## src/rtl/pll_cfg_pkg.sv

```systemverilog
package pll_cfg_pkg;
  localparam int M_W    = 9;
  localparam int N_W    = 2;
  localparam int T_W    = 3;
  localparam int WORD_W = T_W + N_W + M_W;

  // serial word layout: first-shifted bits land in t, last in m
  typedef struct packed {
    logic [T_W-1:0] t;
    logic [N_W-1:0] n;
    logic [M_W-1:0] m;
  } cfg_word_t;

  typedef enum logic [T_W-1:0] {
    OBS_ZERO      = 3'd0,
    OBS_M_LSB     = 3'd1,
    OBS_N_LSB     = 3'd2,
    OBS_N_MSB     = 3'd3,
    OBS_SHIFT_MSB = 3'd4,
    OBS_REF       = 3'd5,
    OBS_FB        = 3'd6,
    OBS_ONE       = 3'd7
  } obs_sel_e;
endpackage

```

## src/rtl/pll_cfg_sync.sv

```systemverilog
module pll_cfg_sync #(
  parameter int W      = 4,
  parameter int STAGES = 2
) (
  input  logic         clk,
  input  logic         rst_n,
  input  logic [W-1:0] d,
  output logic [W-1:0] q
);
  logic [STAGES-1:0][W-1:0] stage;

  generate
    if (STAGES == 1) begin : g_one
      always_ff @(posedge clk or negedge rst_n) begin
        if (!rst_n) stage <= '0;
        else        stage <= d;
      end
    end else begin : g_chain
      always_ff @(posedge clk or negedge rst_n) begin
        if (!rst_n) stage <= '0;
        else        stage <= {stage[STAGES-2:0], d};
      end
    end
  endgenerate

  assign q = stage[STAGES-1];
endmodule

```

## src/rtl/pll_cfg_shifter.sv

```systemverilog
module pll_cfg_shifter #(
  parameter int WIDTH = pll_cfg_pkg::WORD_W
) (
  input  logic             clk,
  input  logic             rst_n,
  input  logic             shift_en,
  input  logic             din,
  output logic [WIDTH-1:0] q
);
  always_ff @(posedge clk or negedge rst_n) begin
    if (!rst_n)        q <= '0;
    else if (shift_en) q <= {q[WIDTH-2:0], din};
  end
endmodule

```

## src/rtl/pll_cfg_regs.sv

```systemverilog
module pll_cfg_regs
  import pll_cfg_pkg::*;
#(
  parameter int M_RESET = 200
) (
  input  logic           clk,
  input  logic           rst_n,
  input  logic           par_rise,
  input  logic           par_lvl,
  input  logic           ser_fall,
  input  logic           ser_lvl,
  input  logic [M_W-1:0] par_m,
  input  logic [N_W-1:0] par_n,
  input  cfg_word_t      shift_word,
  output cfg_word_t      cfg
);
  logic par_take;
  logic ser_take;

  // parallel path wins any same-cycle collision
  assign par_take = par_rise & ~ser_lvl;
  assign ser_take = ser_fall & par_lvl & ~par_take;

  always_ff @(posedge clk or negedge rst_n) begin
    if (!rst_n) begin
      cfg.t <= '0;
      cfg.n <= '0;
      cfg.m <= M_W'(M_RESET);
    end else if (par_take) begin
      cfg.t <= '0;
      cfg.n <= par_n;
      cfg.m <= par_m;
    end else if (ser_take) begin
      cfg <= shift_word;
    end
  end
endmodule

```

## src/rtl/pll_cfg_obs_mux.sv

```systemverilog
module pll_cfg_obs_mux
  import pll_cfg_pkg::*;
(
  input  cfg_word_t cfg,
  input  logic      shift_msb,
  input  logic      ref_div_in,
  input  logic      fb_div_in,
  output logic      obs_out
);
  obs_sel_e sel;
  assign sel = obs_sel_e'(cfg.t);

  always_comb begin
    unique case (sel)
      OBS_ZERO:      obs_out = 1'b0;
      OBS_M_LSB:     obs_out = cfg.m[0];
      OBS_N_LSB:     obs_out = cfg.n[0];
      OBS_N_MSB:     obs_out = cfg.n[N_W-1];
      OBS_SHIFT_MSB: obs_out = shift_msb;
      OBS_REF:       obs_out = ref_div_in;
      OBS_FB:        obs_out = fb_div_in;
      default:       obs_out = 1'b1;
    endcase
  end
endmodule

```

## src/rtl/pll_cfg_capture.sv

```systemverilog
module pll_cfg_capture
  import pll_cfg_pkg::*;
#(
  parameter int SYNC_STAGES = 2,
  parameter int M_RESET     = 200
) (
  input  logic           clk,
  input  logic           rst_n,
  input  logic [M_W-1:0] par_m,
  input  logic [N_W-1:0] par_n,
  input  logic           par_ld,
  input  logic           ser_clk,
  input  logic           ser_data,
  input  logic           ser_ld,
  input  logic           ref_div_in,
  input  logic           fb_div_in,
  output logic [M_W-1:0] cfg_m,
  output logic [N_W-1:0] cfg_n,
  output logic [T_W-1:0] cfg_t,
  output logic           obs_out
);
  localparam int NSIG = 4;
  localparam int I_SCLK = 0, I_SLD = 1, I_PLD = 2, I_SDAT = 3;

  logic [NSIG-1:0] raw_in, lvl;
  logic [2:0]      prev;
  logic            sclk_rise, ser_fall, par_rise;
  logic            par_lvl, ser_lvl, sdata_lvl;
  logic [WORD_W-1:0] shreg_q;
  cfg_word_t       cfg;

  assign raw_in = {ser_data, par_ld, ser_ld, ser_clk};

  pll_cfg_sync #(.W(NSIG), .STAGES(SYNC_STAGES)) u_sync (
    .clk(clk), .rst_n(rst_n), .d(raw_in), .q(lvl)
  );

  always_ff @(posedge clk or negedge rst_n) begin
    if (!rst_n) prev <= '0;
    else        prev <= lvl[I_PLD:I_SCLK];
  end

  assign sclk_rise = lvl[I_SCLK] & ~prev[I_SCLK];
  assign ser_fall  = ~lvl[I_SLD] & prev[I_SLD];
  assign par_rise  = lvl[I_PLD] & ~prev[I_PLD];
  assign ser_lvl   = lvl[I_SLD];
  assign par_lvl   = lvl[I_PLD];
  assign sdata_lvl = lvl[I_SDAT];

  pll_cfg_shifter #(.WIDTH(WORD_W)) u_shift (
    .clk(clk), .rst_n(rst_n), .shift_en(sclk_rise), .din(sdata_lvl), .q(shreg_q)
  );

  pll_cfg_regs #(.M_RESET(M_RESET)) u_regs (
    .clk(clk), .rst_n(rst_n),
    .par_rise(par_rise), .par_lvl(par_lvl),
    .ser_fall(ser_fall), .ser_lvl(ser_lvl),
    .par_m(par_m), .par_n(par_n),
    .shift_word(cfg_word_t'(shreg_q)),
    .cfg(cfg)
  );

  pll_cfg_obs_mux u_obs (
    .cfg(cfg), .shift_msb(shreg_q[WORD_W-1]),
    .ref_div_in(ref_div_in), .fb_div_in(fb_div_in), .obs_out(obs_out)
  );

  assign cfg_m = cfg.m;
  assign cfg_n = cfg.n;
  assign cfg_t = cfg.t;
endmodule

```

## config.mk

```make
export PLATFORM = sky130hd
export DESIGN_NAME = pll_cfg_capture
export DESIGN_NICKNAME = d
export VERILOG_FILES = /design/src/rtl/pll_cfg_pkg.sv /design/src/rtl/pll_cfg_sync.sv /design/src/rtl/pll_cfg_shifter.sv /design/src/rtl/pll_cfg_regs.sv /design/src/rtl/pll_cfg_obs_mux.sv /design/src/rtl/pll_cfg_capture.sv
export SDC_FILE = /design/constraint.sdc
export NUM_CORES = 1
export LEC_CHECK = 0
export ABC_AREA = 1
export BUFFER_PORTS_ARGS = -buffer_cell sky130_fd_sc_hd__buf_2
export CAP_MARGIN = 20
export CORE_MARGIN = 2
export CORE_UTILIZATION = 40
export DETAILED_ROUTE_END_ITERATION = 16
export PLACE_DENSITY_LB_ADDON = 0.1
export SYNTH_ARGS = -nofsm -noshare
export SYNTH_HDL_FRONTEND = slang
export SYNTH_HIERARCHICAL = 1
export SYNTH_SLANG_ARGS = --single-unit
```

## constraint.sdc

```tcl
create_clock -name clk -period 1.4 [get_ports clk]
set_input_delay 0.28 -clock clk [delete_from_list [all_inputs] [get_ports clk]]
set_output_delay 0.28 -clock clk [all_outputs]
set_load 0.05 [all_outputs]
```

# After elaboration in Yosys (flattened, before gate mapping)
# Cells that the tools add are included.
classes:
  n_eq_ne: 6
  n_mux: 3
  bitwise_logic: 10
  reduce_logical: 2
op_table:
  columns: ["operator", "count"]
  rows:
  - ["$mux 14", 2]
  - ["$eq 3x3->1 const B", 3]
  - ["$pmux 1 s7", 1]
  - ["$and 1x1->1", 6]
  - ["$eq 3x2->1 const B", 2]
  - ["$not 1->1", 4]
  - ["$eq 3x1->1 const B", 1]
  - ["$logic_not 3->1", 1]
  - ["$reduce_bool 2->1", 1]
word_totals:
  reg_bits: 39
  input_bits: 19
  out_inout_bits: 15
  wordCells: 28

# Depth between registers and ports, before layout
# Gate-level depths: netlist of run 1.
logic_depth:
  ltp_word: 7
  mapped_depth: 8

# Hierarchy
# The synthesis of run 1 kept the hierarchy.
modules_own_cells:
  columns: ["module", "n_inst", "cells_per_inst", "area_per_inst_um2"]
  rows:
  - ["pll_cfg_regs", 1, 78, 693.2]
  - ["pll_cfg_shifter", 1, 59, 530.5]
  - ["pll_cfg_sync", 1, 12, 230.2]
  - ["pll_cfg_capture", 1, 9, 105.1]
  - ["pll_cfg_obs_mux", 1, 23, 87.6]

# Least setup slack after synthesis of run 1
# Ideal clock, no wire load.
synth_path:
  path_kind: "flip-flop to output port"
  start: "register u_regs/cfg[11] (netlist name)"
  end: "output port obs_out"
  t_arrival_ps: 1614
  required_time_ps: 1120
  setup_slack_ps: -494
  stages_incl_launch_ff: 7
  path_buffers: 0
  cell_sequence: "dfrtp_1 inv_1 nand2_1 nand2_1 nand2_1 nand2_1 nor2_1"
synth_via:
  elab_chain_cells: 2
  word_cells_on_any_way: 8
synth_lines:
  columns: ["element", "line", "text"]
  rows:
  - ["$eq 3x3->1 (tied with other cells)", "pll_cfg_obs_mux.sv:14", "unique case (sel)"]
  - ["$pmux 1 s7 (*)", "pll_cfg_obs_mux.sv:14", null]
  - ["end: declaration", "pll_cfg_capture.sv:20", "output logic obs_out"]
# Mark *: on every way between the ends. The rest lies on a longest branch, timed or not.

# Worst setup path after layout of run 1
layout_path:
  start: "register u_regs/cfg[12] (netlist name)"
  end: "output port obs_out"
layout_via:
  elab_chain_cells: 2
  word_cells_on_any_way: 8
layout_lines:
  columns: ["element", "line"]
  rows:
  - ["$eq 3x3->1 (tied with other cells)", "pll_cfg_obs_mux.sv:14"]
  - ["$pmux 1 s7 (*)", "pll_cfg_obs_mux.sv:14"]
# Marked as above.

==> flow_summary.yaml, run 1 <==
critical_path:
  critical_path.n_buffers_inverters: 1
  cp_cell_sequence: "nor2_1, nor2_2, nor2_2, nor2_4, buf_8"
  critPathMostFrequentCell: "nor2_2"
  cp_required_ns: 1.12
  worstPathMaxFanout: 7
  rr_worst_depth: 6
  worst-endpoint-arrival_ns: 1.34
  worst_path_largest_cell_delay_ns: 0.47
  cpLargestDelayFamily: "flip-flops"
  cp_slowest_cell: "dfrtp_2"
  worstSetupPathDepth: 5
  critPathKind: "reg2out"
  worstSetupEndpointType: "primary output"
  worst_setup_path_start_kind: "register"
sta:
  worst_clock_skew_ns: 0.00798
  grt_setup_unrepaired: "yes"
  timing.final.ws_setup_ns: -0.223
  finalCriticalPeriod_ns: 1.62
  worst-slew-pin-transition_ns: 0.401
  timing.final.hold_violations: 0
  drv_slew: 0
  setup_violations: 1
  clock.fmax_mhz: 616
  setup_tns_ns: -0.223
  period_share: 1.16
  maxSlewHeadroom: 0.733
synthesis:
  postSynthCellCount: 181
  leading_cell_type_by_number_of_instances_after_synthesis: "nand2_1"
  synth_cell_types: 14
  post_synth_main_area_contributors: "dfrtp_1 (55%), nand2_1 (15%), nand3_1 (12%)"
  syn_nets: 200
  postSynth.topFlopCell: "dfrtp_1"
  ys.warnings.count: 6
  netlist_top_cells_count: "nand2_1 (66), nand3_1 (38), dfrtp_1 (36)"
  fraction_of_synthesis_flops_using_an_asynchronous_set_or_reset_pin: 1.00
  syn-mean-instance-area_um2: 9.10
  post_synth_instance_area_um2: 1650
  post-synth-top-area-cell: "dfrtp_1"
  number_of_enable_type_register_cells_in_the_synthesized_netlist: 0
  yosys_register_bits: 39
  synth_top_cell_area_share: 0.547
  synth.yosys.seq_area_share: 0.595
grt:
  first_global_vias: 1231
  wire_length_of_the_first_global_routing_pass_um: 5580
  antenna_found_initial: 0
  gr-total-overflow: 0
  grt_max_degree: 27
  total_global_route_track_usage: 0.167
placed_design:
  dp.final_hpwl_um: 2320
  finalWeightedCongestion: 0.747
  placement.setup.worst_slack_ns: 0.0247
  dpl.cell_count: 258
  io_buffers: 33
route:
  dr.first_iter.drc_count: 57
  routedWlPerCell_um: 12.2
  drt_pass1_iterations: 6
  num_vias: 1277
  routed_via_density: 4.76
  route.final.wire_length_um: 3280
  remaining_drc_errors: 0
  drtAntennaViolNets: 0
clock_network:
  cts_tree: "done"
  htreeDepth: 2
  cts-root-to-sink-buffers: 2
  worst_setup_hold_path_clk_slew_ns: 0.08
  cts.sink_count: 39
  clock_insertion_delay_worst_skew_ns: 0.29
  cts_inserted_buffers: 5
  clock_tree.root_cell: "clkbuf_8"
finish:
  fin_util: 0.508
  ff_latch_area_um2: 987
  multiInputGateArea_um2: 538
  n_fill_cell: 387
  final_cell_count_no_fill: 268
  drive_above_1_share: 0.326
  antenna_cells: 0
  finish.net_count: 236
  flow.area_growth_from_synthesis_pct: 22.4
floorplan:
  core.rowCount: 23
  die_h_um: 68.2
  die_width_um: 68.2
  die_area_um2: 4650
  floorplan.core_area_um2: 3970
  initial_utilization: 0.415
  num_io_pins: 34
pwr:
  p_leak_nw: 1.06
  irDropWorstVdd_v: 0.000671
  report.power.total_w: 0.00310
  pwr_density_cell_nw_per_um2: 1540
outcome:
  failed_checks: "setup timing"
  run_status: "complete, but fails checks"
hold_path:
  worst_hold_path.num_cells: 1
  hp_class: "in2reg"
job:
  drv_cap: 0
[repair_timing]
item	CTS	global route
setup buffers	0	1
gates cloned	0	0
gates resized for setup	4	4
hold endpoints to repair	14	0
hold buffers	1	0
pin swaps	1	3
setup endpoints to repair	1	1
[cells in the final DEF, fill, tap and decap left out, drive strengths merged]
cell	n
a21oi	1
buf	39
bufinv	2
clkbuf	6
dfrtp	36
dfstp	3
dlygate4sd3	1
inv	14
nand2	68
nand3	38
nor2	10
[path summary, 6_finish.rpt]
| path | startpoint | to | slack, ns |
|---|---|---|---|
| worst max register to register | u_sync/q[2] | u_regs/cfg[3] | 0.19 |
| max in group asynchronous | rst_n | u_regs/cfg[3] | 0.43 |
| worst min register to register | u_sync/stage[1] | u_sync/q[1] | 0.35 |
| worst min-delay path | ser_ld | u_sync/stage[1] | 0.09 |
| worst max-delay path | u_regs/cfg[12] | obs_out | -0.22 |
| min in group asynchronous | rst_n | u_regs/cfg[4] | 0.44 |
[cell families (layout without fill, tap and decap cells)]
logic type	count (synthesis)	after routing	synth area share
buffers and inverters	25	62	0.0935
AO/OA/AOI/OAI	1	1	0.00304
AND/OR/NAND/NOR	116	116	0.309
flip-flops	39	39	0.595
[state kept, by name, summed over array words and instances, names as in the netlist]
signal,count
u_regs/cfg,14
prev,3
u_sync/q,4
u_shift/q,14
u_sync/stage,4
[layout make-up]
type	instances	share of cell area
flip-flops and latches	39	0.490
well taps	50	0.0310
inverters	14	0.0261
repair buffers	40	0.120
clock buffers	6	0.0360
multi-input cells	117	0.267
clock inverters	2	0.0298
[metal layers]
layer | track usage | up-vias | routed length [µm] | part of all wire
met4 | 0.0750 | 0 | 65 | 0.020
met5 | 0 | - | 0 | 0
met1 | 0.211 | 604 | 1480 | 0.45
met2 | 0.266 | 33 | 1550 | 0.47
li1 | - | 633 | - | -
met3 | 0.0461 | 7 | 182 | 0.056
[metrics by stage]
stage          hold slack (ns)  cell area, µm²
5_1_grt                 0.0721            2020
4_1_cts                 0.0765            1990
6_report                0.0864            2020
2_1_floorplan          -0.0156            1660
3_3_place_gp             0.224            1840
3_5_place_dp             0.231            1840
[power by group]
group          internal, W  switching [W]
Clock             0.000712       0.000384
Combinational     0.000173       0.000423
Sequential         0.00129       0.000112
Total              0.00218       0.000918
Note: power is estimated with default switching activity, not from simulation.
==> inputs of run 2 (changes only) <==
Settings changed: ABC_AREA 1 to unset.
Clock period 1.4 ns to 1.8 ns, I/O delays scaled along.
==> run 2 against run 1 <==
Compared with the run above: largest cell class unchanged; register-to-register slack better by 0.28 ns; power fell by 12%; clock power fell by 46%; critical path type unchanged; non-clock buffer count unchanged; final cell count down 18%; synthesized area increased by 6.8%; the flow still finishes with violations (setup timing); hold slack worse by 0.079 ns; final area is 3.0% higher; critical endpoint unchanged; core utilization shrank 2.4 points.
==> flow_summary.yaml, run 2 <==
outcome:
  run_status: "complete, but fails checks"
  failed_checks: "setup timing"
route:
  routed_via_density: 5.26
  routedWlPerCell_um: 15.6
  remaining_drc_errors: 0
  num_vias: 1152
  route.final.wire_length_um: 3420
  dr.first_iter.drc_count: 58
  drtAntennaViolNets: 0
  drt_pass1_iterations: 4
grt:
  antenna_found_initial: 0
  grt_max_degree: 30
  total_global_route_track_usage: 0.150
  wire_length_of_the_first_global_routing_pass_um: 5810
  gr-total-overflow: 0
  first_global_vias: 1179
placed_design:
  finalWeightedCongestion: 0.698
  placement.setup.worst_slack_ns: 0.102
  dp.final_hpwl_um: 2330
  io_buffers: 33
sta:
  final.hold.worst_slack_ns: 0.00712
  timing.final.ws_setup_ns: -0.0796
  finalCriticalPeriod_ns: 1.88
  setup_violations: 1
  grt_setup_unrepaired: "yes"
  maxSlewHeadroom: 0.693
  worst_clock_skew_ns: 0.0115
  period_share: 1.04
  drv_slew: 0
  worst-slew-pin-transition_ns: 0.460
  timing.final.hold_violations: 0
  clock.fmax_mhz: 532
critical_path:
  cp_slowest_cell: "dfrtp_2"
  cp_required_ns: 1.44
  worst_path_largest_cell_delay_ns: 0.43
  critPathKind: "reg2out"
  timing.reg2reg.setup_slack_ns: 0.47
  rr_startpoint: "prev[2]"
  critical_path.n_buffers_inverters: 2
  worstSetupPathDepth: 5
  cp_cell_sequence: "buf_4, nor2b_4, a221oi_4, nor4_4, buf_6"
  worstPathMaxFanout: 3
  cpLargestDelayFamily: "flip-flops"
  startpoint: "u_regs/cfg[11]"
  rr_worst_depth: 3
  worst-endpoint-arrival_ns: 1.52
  worst_setup_path_start_kind: "register"
  worstSetupEndpointType: "primary output"
synthesis:
  synth_cell_types: 24
  yosys_register_bits: 39
  post_synth_main_area_contributors: "dfrtp_1 (51%), mux2_2 (9.0%), a21bo_2 (5.1%)"
  post-synth-top-area-cell: "dfrtp_1"
  post_synth_instance_area_um2: 1760
  netlist_top_cells_count: "dfrtp_1 (36), mux2_2 (14), nand3_1 (14)"
  syn_nets: 152
  synth.yosys.seq_area_share: 0.557
  fraction_of_synthesis_flops_using_an_asynchronous_set_or_reset_pin: 1.00
  syn-mean-instance-area_um2: 13.2
  postSynth.topFlopCell: "dfrtp_1"
  synth_top_cell_area_share: 0.512
  leading_cell_type_by_number_of_instances_after_synthesis: "dfrtp_1"
  number_of_enable_type_register_cells_in_the_synthesized_netlist: 0
  postSynthCellCount: 133
  ys.warnings.count: 6
clock_network:
  cts-root-to-sink-buffers: 2
  hold_buffers: 0
  cts_inserted_buffers: 5
  cts_tree: "done"
  cts.sink_count: 39
  worst_setup_hold_path_clk_slew_ns: 0.08
  htreeDepth: 2
  clock_insertion_delay_worst_skew_ns: 0.29
  clock_tree.root_cell: "clkbuf_8"
floorplan:
  initial_utilization: 0.410
  die_h_um: 70.3
  die_area_um2: 4940
  core.rowCount: 24
  num_io_pins: 34
  die_width_um: 70.3
  floorplan.core_area_um2: 4290
finish:
  flow.area_growth_from_synthesis_pct: 18.0
  drive_above_1_share: 0.515
  antenna_cells: 0
  finish.net_count: 185
  layout_top_registers: "u_regs/cfg (14), u_shift/q (14)"
  final_cell_mix: "buf_2 (32), dfrtp_1 (32), nand3_1 (14), mux2_2 (14)"
job:
  drv_cap: 0
pwr:
  pwr_density_cell_nw_per_um2: 1320
  p_leak_nw: 0.911
  irDropWorstVdd_v: 0.000676
hold_path:
  hp_class: "in2async"
-- run 2: path summary, 6_finish.rpt --
path | endpoint
worst min-delay path | u_regs/cfg[13]
worst max-delay path | obs_out
min in group clk | u_sync/stage[0]
worst max register to register | u_regs/cfg[2]
worst min register to register | u_sync/q[2]
max in group asynchronous | u_regs/cfg[3]
-- run 2: cell families after synthesis --
family / after synthesis / share of synthesized area
buffers and inverters: 14 / 0.0654
and+or+nand+nor: 36 / 0.142
DFF: 39 / 0.557
muxes: 15 / 0.0981
AOI/OAI and AO/OA: 29 / 0.138
-- run 2: final cells by class --
class | instances | area [µm²]
clock buffers | 7 | 86.3
flip-flops and latches | 39 | 985
fillers | 400 | 2220
multi-input cells | 80 | 698
well taps | 52 | 65.1
clock inverters | 1 | 5.00
repair buffers | 40 | 236
-- run 2: power breakdown --
part           switching [W]  total, W  internal, W
Combinational       0.000495  0.000863     0.000368
Clock               0.000288  0.000596     0.000309
Sequential          0.000164   0.00127      0.00111
-- run 2: per-stage QoR --
| stage | total power, W | cell area, µm² | cells | utilization | TNS (ns) |
|---|---|---|---|---|---|
| 6_report | 0.00273 | 2080 | 219 | 0.483 | -0.0796 |
| 5_1_grt | 0.00288 | 2080 | 219 | 0.483 | -0.130 |
| 4_1_cts | 0.00276 | 2070 | 219 | 0.482 | -0.110 |
| 3_5_place_dp | 0.00212 | 1950 | 209 | 0.453 | 0 |
| 3_3_place_gp | 0.00210 | 1950 | 209 | 0.453 | 0 |
| 2_1_floorplan | 0.00192 | 1780 | 133 | - | -0.0534 |
-- run 2: what timing repair did --
action / CTS / global route
pin swaps: 2 / 1
buffers inserted: 2 / 0
hold endpoints to repair: 0 / 0
endpoints found under the setup margin: 1 / 1
resized for setup: 3 / 1
-- run 2: metal layers --
layer,part of all wire,GRT usage
met2,0.45,0.220
met3,0.052,0.0563
met5,0,0
met4,0.013,0.0513
met1,0.48,0.205
==> inputs of run 3 (changes only) <==
Clock period 1.8 ns to 2 ns, I/O delays scaled along.
==> run 3 against run 2 <==
Compared with the run above: the flow now finishes without violations; non-clock buffer count decreased by 2; final cell count decreased by 0.91%; combinational power decreased by 12%; hold slack improved by 0.051 ns; global-route usage decreased by 0.58 points.
==> flow_summary.yaml, run 3 (same netlist as run 2, synthesis figures left out) <==
finish:
  finish.net_count: 183
  design_area_um2: 2050
  layout_top_registers: "u_regs/cfg (14), u_shift/q (14)"
  final_cell_mix: "dfrtp_1 (35), buf_2 (32), nand3_1 (14), mux2_2 (14)"
  ff_latch_area_um2: 981
  multiInputGateArea_um2: 691
  n_fill_cell: 404
  drive_above_1_share: 0.473
  flow.area_growth_from_synthesis_pct: 16.6
  layout.cells.most_common: "dfrtp_1"
  antenna_cells: 0
pwr:
  irDropWorstVdd_v: 0.000469
  p_leak_nw: 0.898
  pwr_density_cell_nw_per_um2: 1170
  report.power.total_w: 0.00239
route:
  dr.first_iter.drc_count: 59
  num_vias: 1161
  highest-signal-layer: "met4"
  route.met3.wl_um: 196
  length_of_routed_wiring_on_met1_um: 1570
  drt_pass1_iterations: 4
  routed_via_density: 5.35
  route.final.wire_length_um: 3290
  met2_length_um: 1480
  remaining_drc_errors: 0
  drtAntennaViolNets: 0
  routedWlPerCell_um: 15.2
critical_path:
  worst-endpoint-arrival_ns: 1.52
  critPathKind: "reg2out"
  critical_path.n_buffers_inverters: 1
  worstPathMaxFanout: 3
  worstSetupEndpointType: "primary output"
  rr_startpoint: "prev[2]"
  worst_path_largest_cell_delay_ns: 0.42
  worst_setup_path_start_kind: "register"
  cpLargestDelayFamily: "flip-flops"
  startpoint: "u_regs/cfg[11]"
  cp_required_ns: 1.60
  cp_slowest_cell: "dfrtp_2"
  cp_cell_sequence: "mux2_4, a221oi_4, nor4_4, buf_6"
grt:
  wire_length_of_the_first_global_routing_pass_um: 5670
  antenna_found_initial: 0
  total_global_route_track_usage: 0.145
  first_global_vias: 1152
  grt_max_degree: 30
  gr-total-overflow: 0
clock_network:
  clock_insertion_delay_worst_skew_ns: 0.28
  worst_setup_hold_path_clk_slew_ns: 0.07
  cts_inserted_buffers: 5
  hold_buffers: 0
  cts_tree: "done"
  cts.sink_count: 39
  clock_tree.root_cell: "clkbuf_8"
  cts-root-to-sink-buffers: 2
  htreeDepth: 2
floorplan:
  num_io_pins: 34
  die_width_um: 70.3
  initial_utilization: 0.410
  die_h_um: 70.3
  floorplan.core_area_um2: 4290
  die_area_um2: 4940
  core.rowCount: 24
job:
  drv_cap: 0
sta:
  finalCriticalPeriod_ns: 1.92
  period_share: 0.962
  worst-slew-pin-transition_ns: 0.459
  maxSlewHeadroom: 0.694
  setup_tns_ns: 0
  timing.final.hold_violations: 0
  clock.fmax_mhz: 520
  worst_clock_skew_ns: 0.00697
  drv_slew: 0
  timing.final.ws_setup_ns: 0.0764
  setup_violations: 0
  grt_setup_unrepaired: "no"
hold_path:
  hp_class: "in2async"
placed_design:
  dp.final_hpwl_um: 2240
  io_buffers: 33
  finalWeightedCongestion: 0.681
  placed_area_um2: 1940
  placement.setup.worst_slack_ns: 0.290
outcome:
  run_status: "finished, final reports clean"
[run 3: cell count changes in the layout (fill, tap and decap cells not counted), sizes merged]
cell / before / now
clkbuf: 7 / 8
clkinv: 1 / 0
buf: 40 / 38
[run 3: timing repair]
| item | CTS | global route |
|---|---|---|
| setup endpoints to repair | 1 | 1 |
| pin swaps | 0 | 1 |
| buffers inserted | 0 | 1 |
| gates resized for setup | 2 | 4 |
[run 3: layout make-up]
type / count / share of cell area
clock buffers: 8 / 0.0390
multi-input cells: 80 / 0.337
flip-flops and latches: 39 / 0.478
well taps: 52 / 0.0317
repair buffers: 38 / 0.114
[run 3: power by group]
group	internal (W)	total [W]	switching, W
combinational	0.000322	0.000763	0.000441
sequential	0.000998	0.00114	0.000143
clock	0.000247	0.000487	0.000239
total	0.00157	0.00239	0.000823
[run 3: routing by layer]
layer / vias to the layer above / global-route usage
li1: 547 / -
met1: 580 / 0.201
met2: 28 / 0.215
met3: 6 / 0.0519
met4: 0 / 0.0385
met5: - / 0
[run 3: path summary, 6_finish.rpt]
kind	to	slack, ns	depth (start not counted)
max	obs_out	0.08	4
min	u_sync/stage[2]	0.06	1
max reg2reg	u_regs/cfg[4]	0.68	3
min reg2reg	u_sync/q[2]	0.35	0
max in group asynchronous	u_regs/cfg[3]	1.39	2
min in group clk	u_sync/stage[2]	0.22	1
[run 3: metrics by stage]
step | util | hold WS [ns] | cells
6_report | 0.478 | 0.0584 | 217
3_3_place_gp | 0.451 | 0.339 | 208
2_1_floorplan | - | 0.104 | 133
4_1_cts | 0.473 | 0.0601 | 216
3_5_place_dp | 0.451 | 0.336 | 208
5_1_grt | 0.478 | 0.0763 | 217
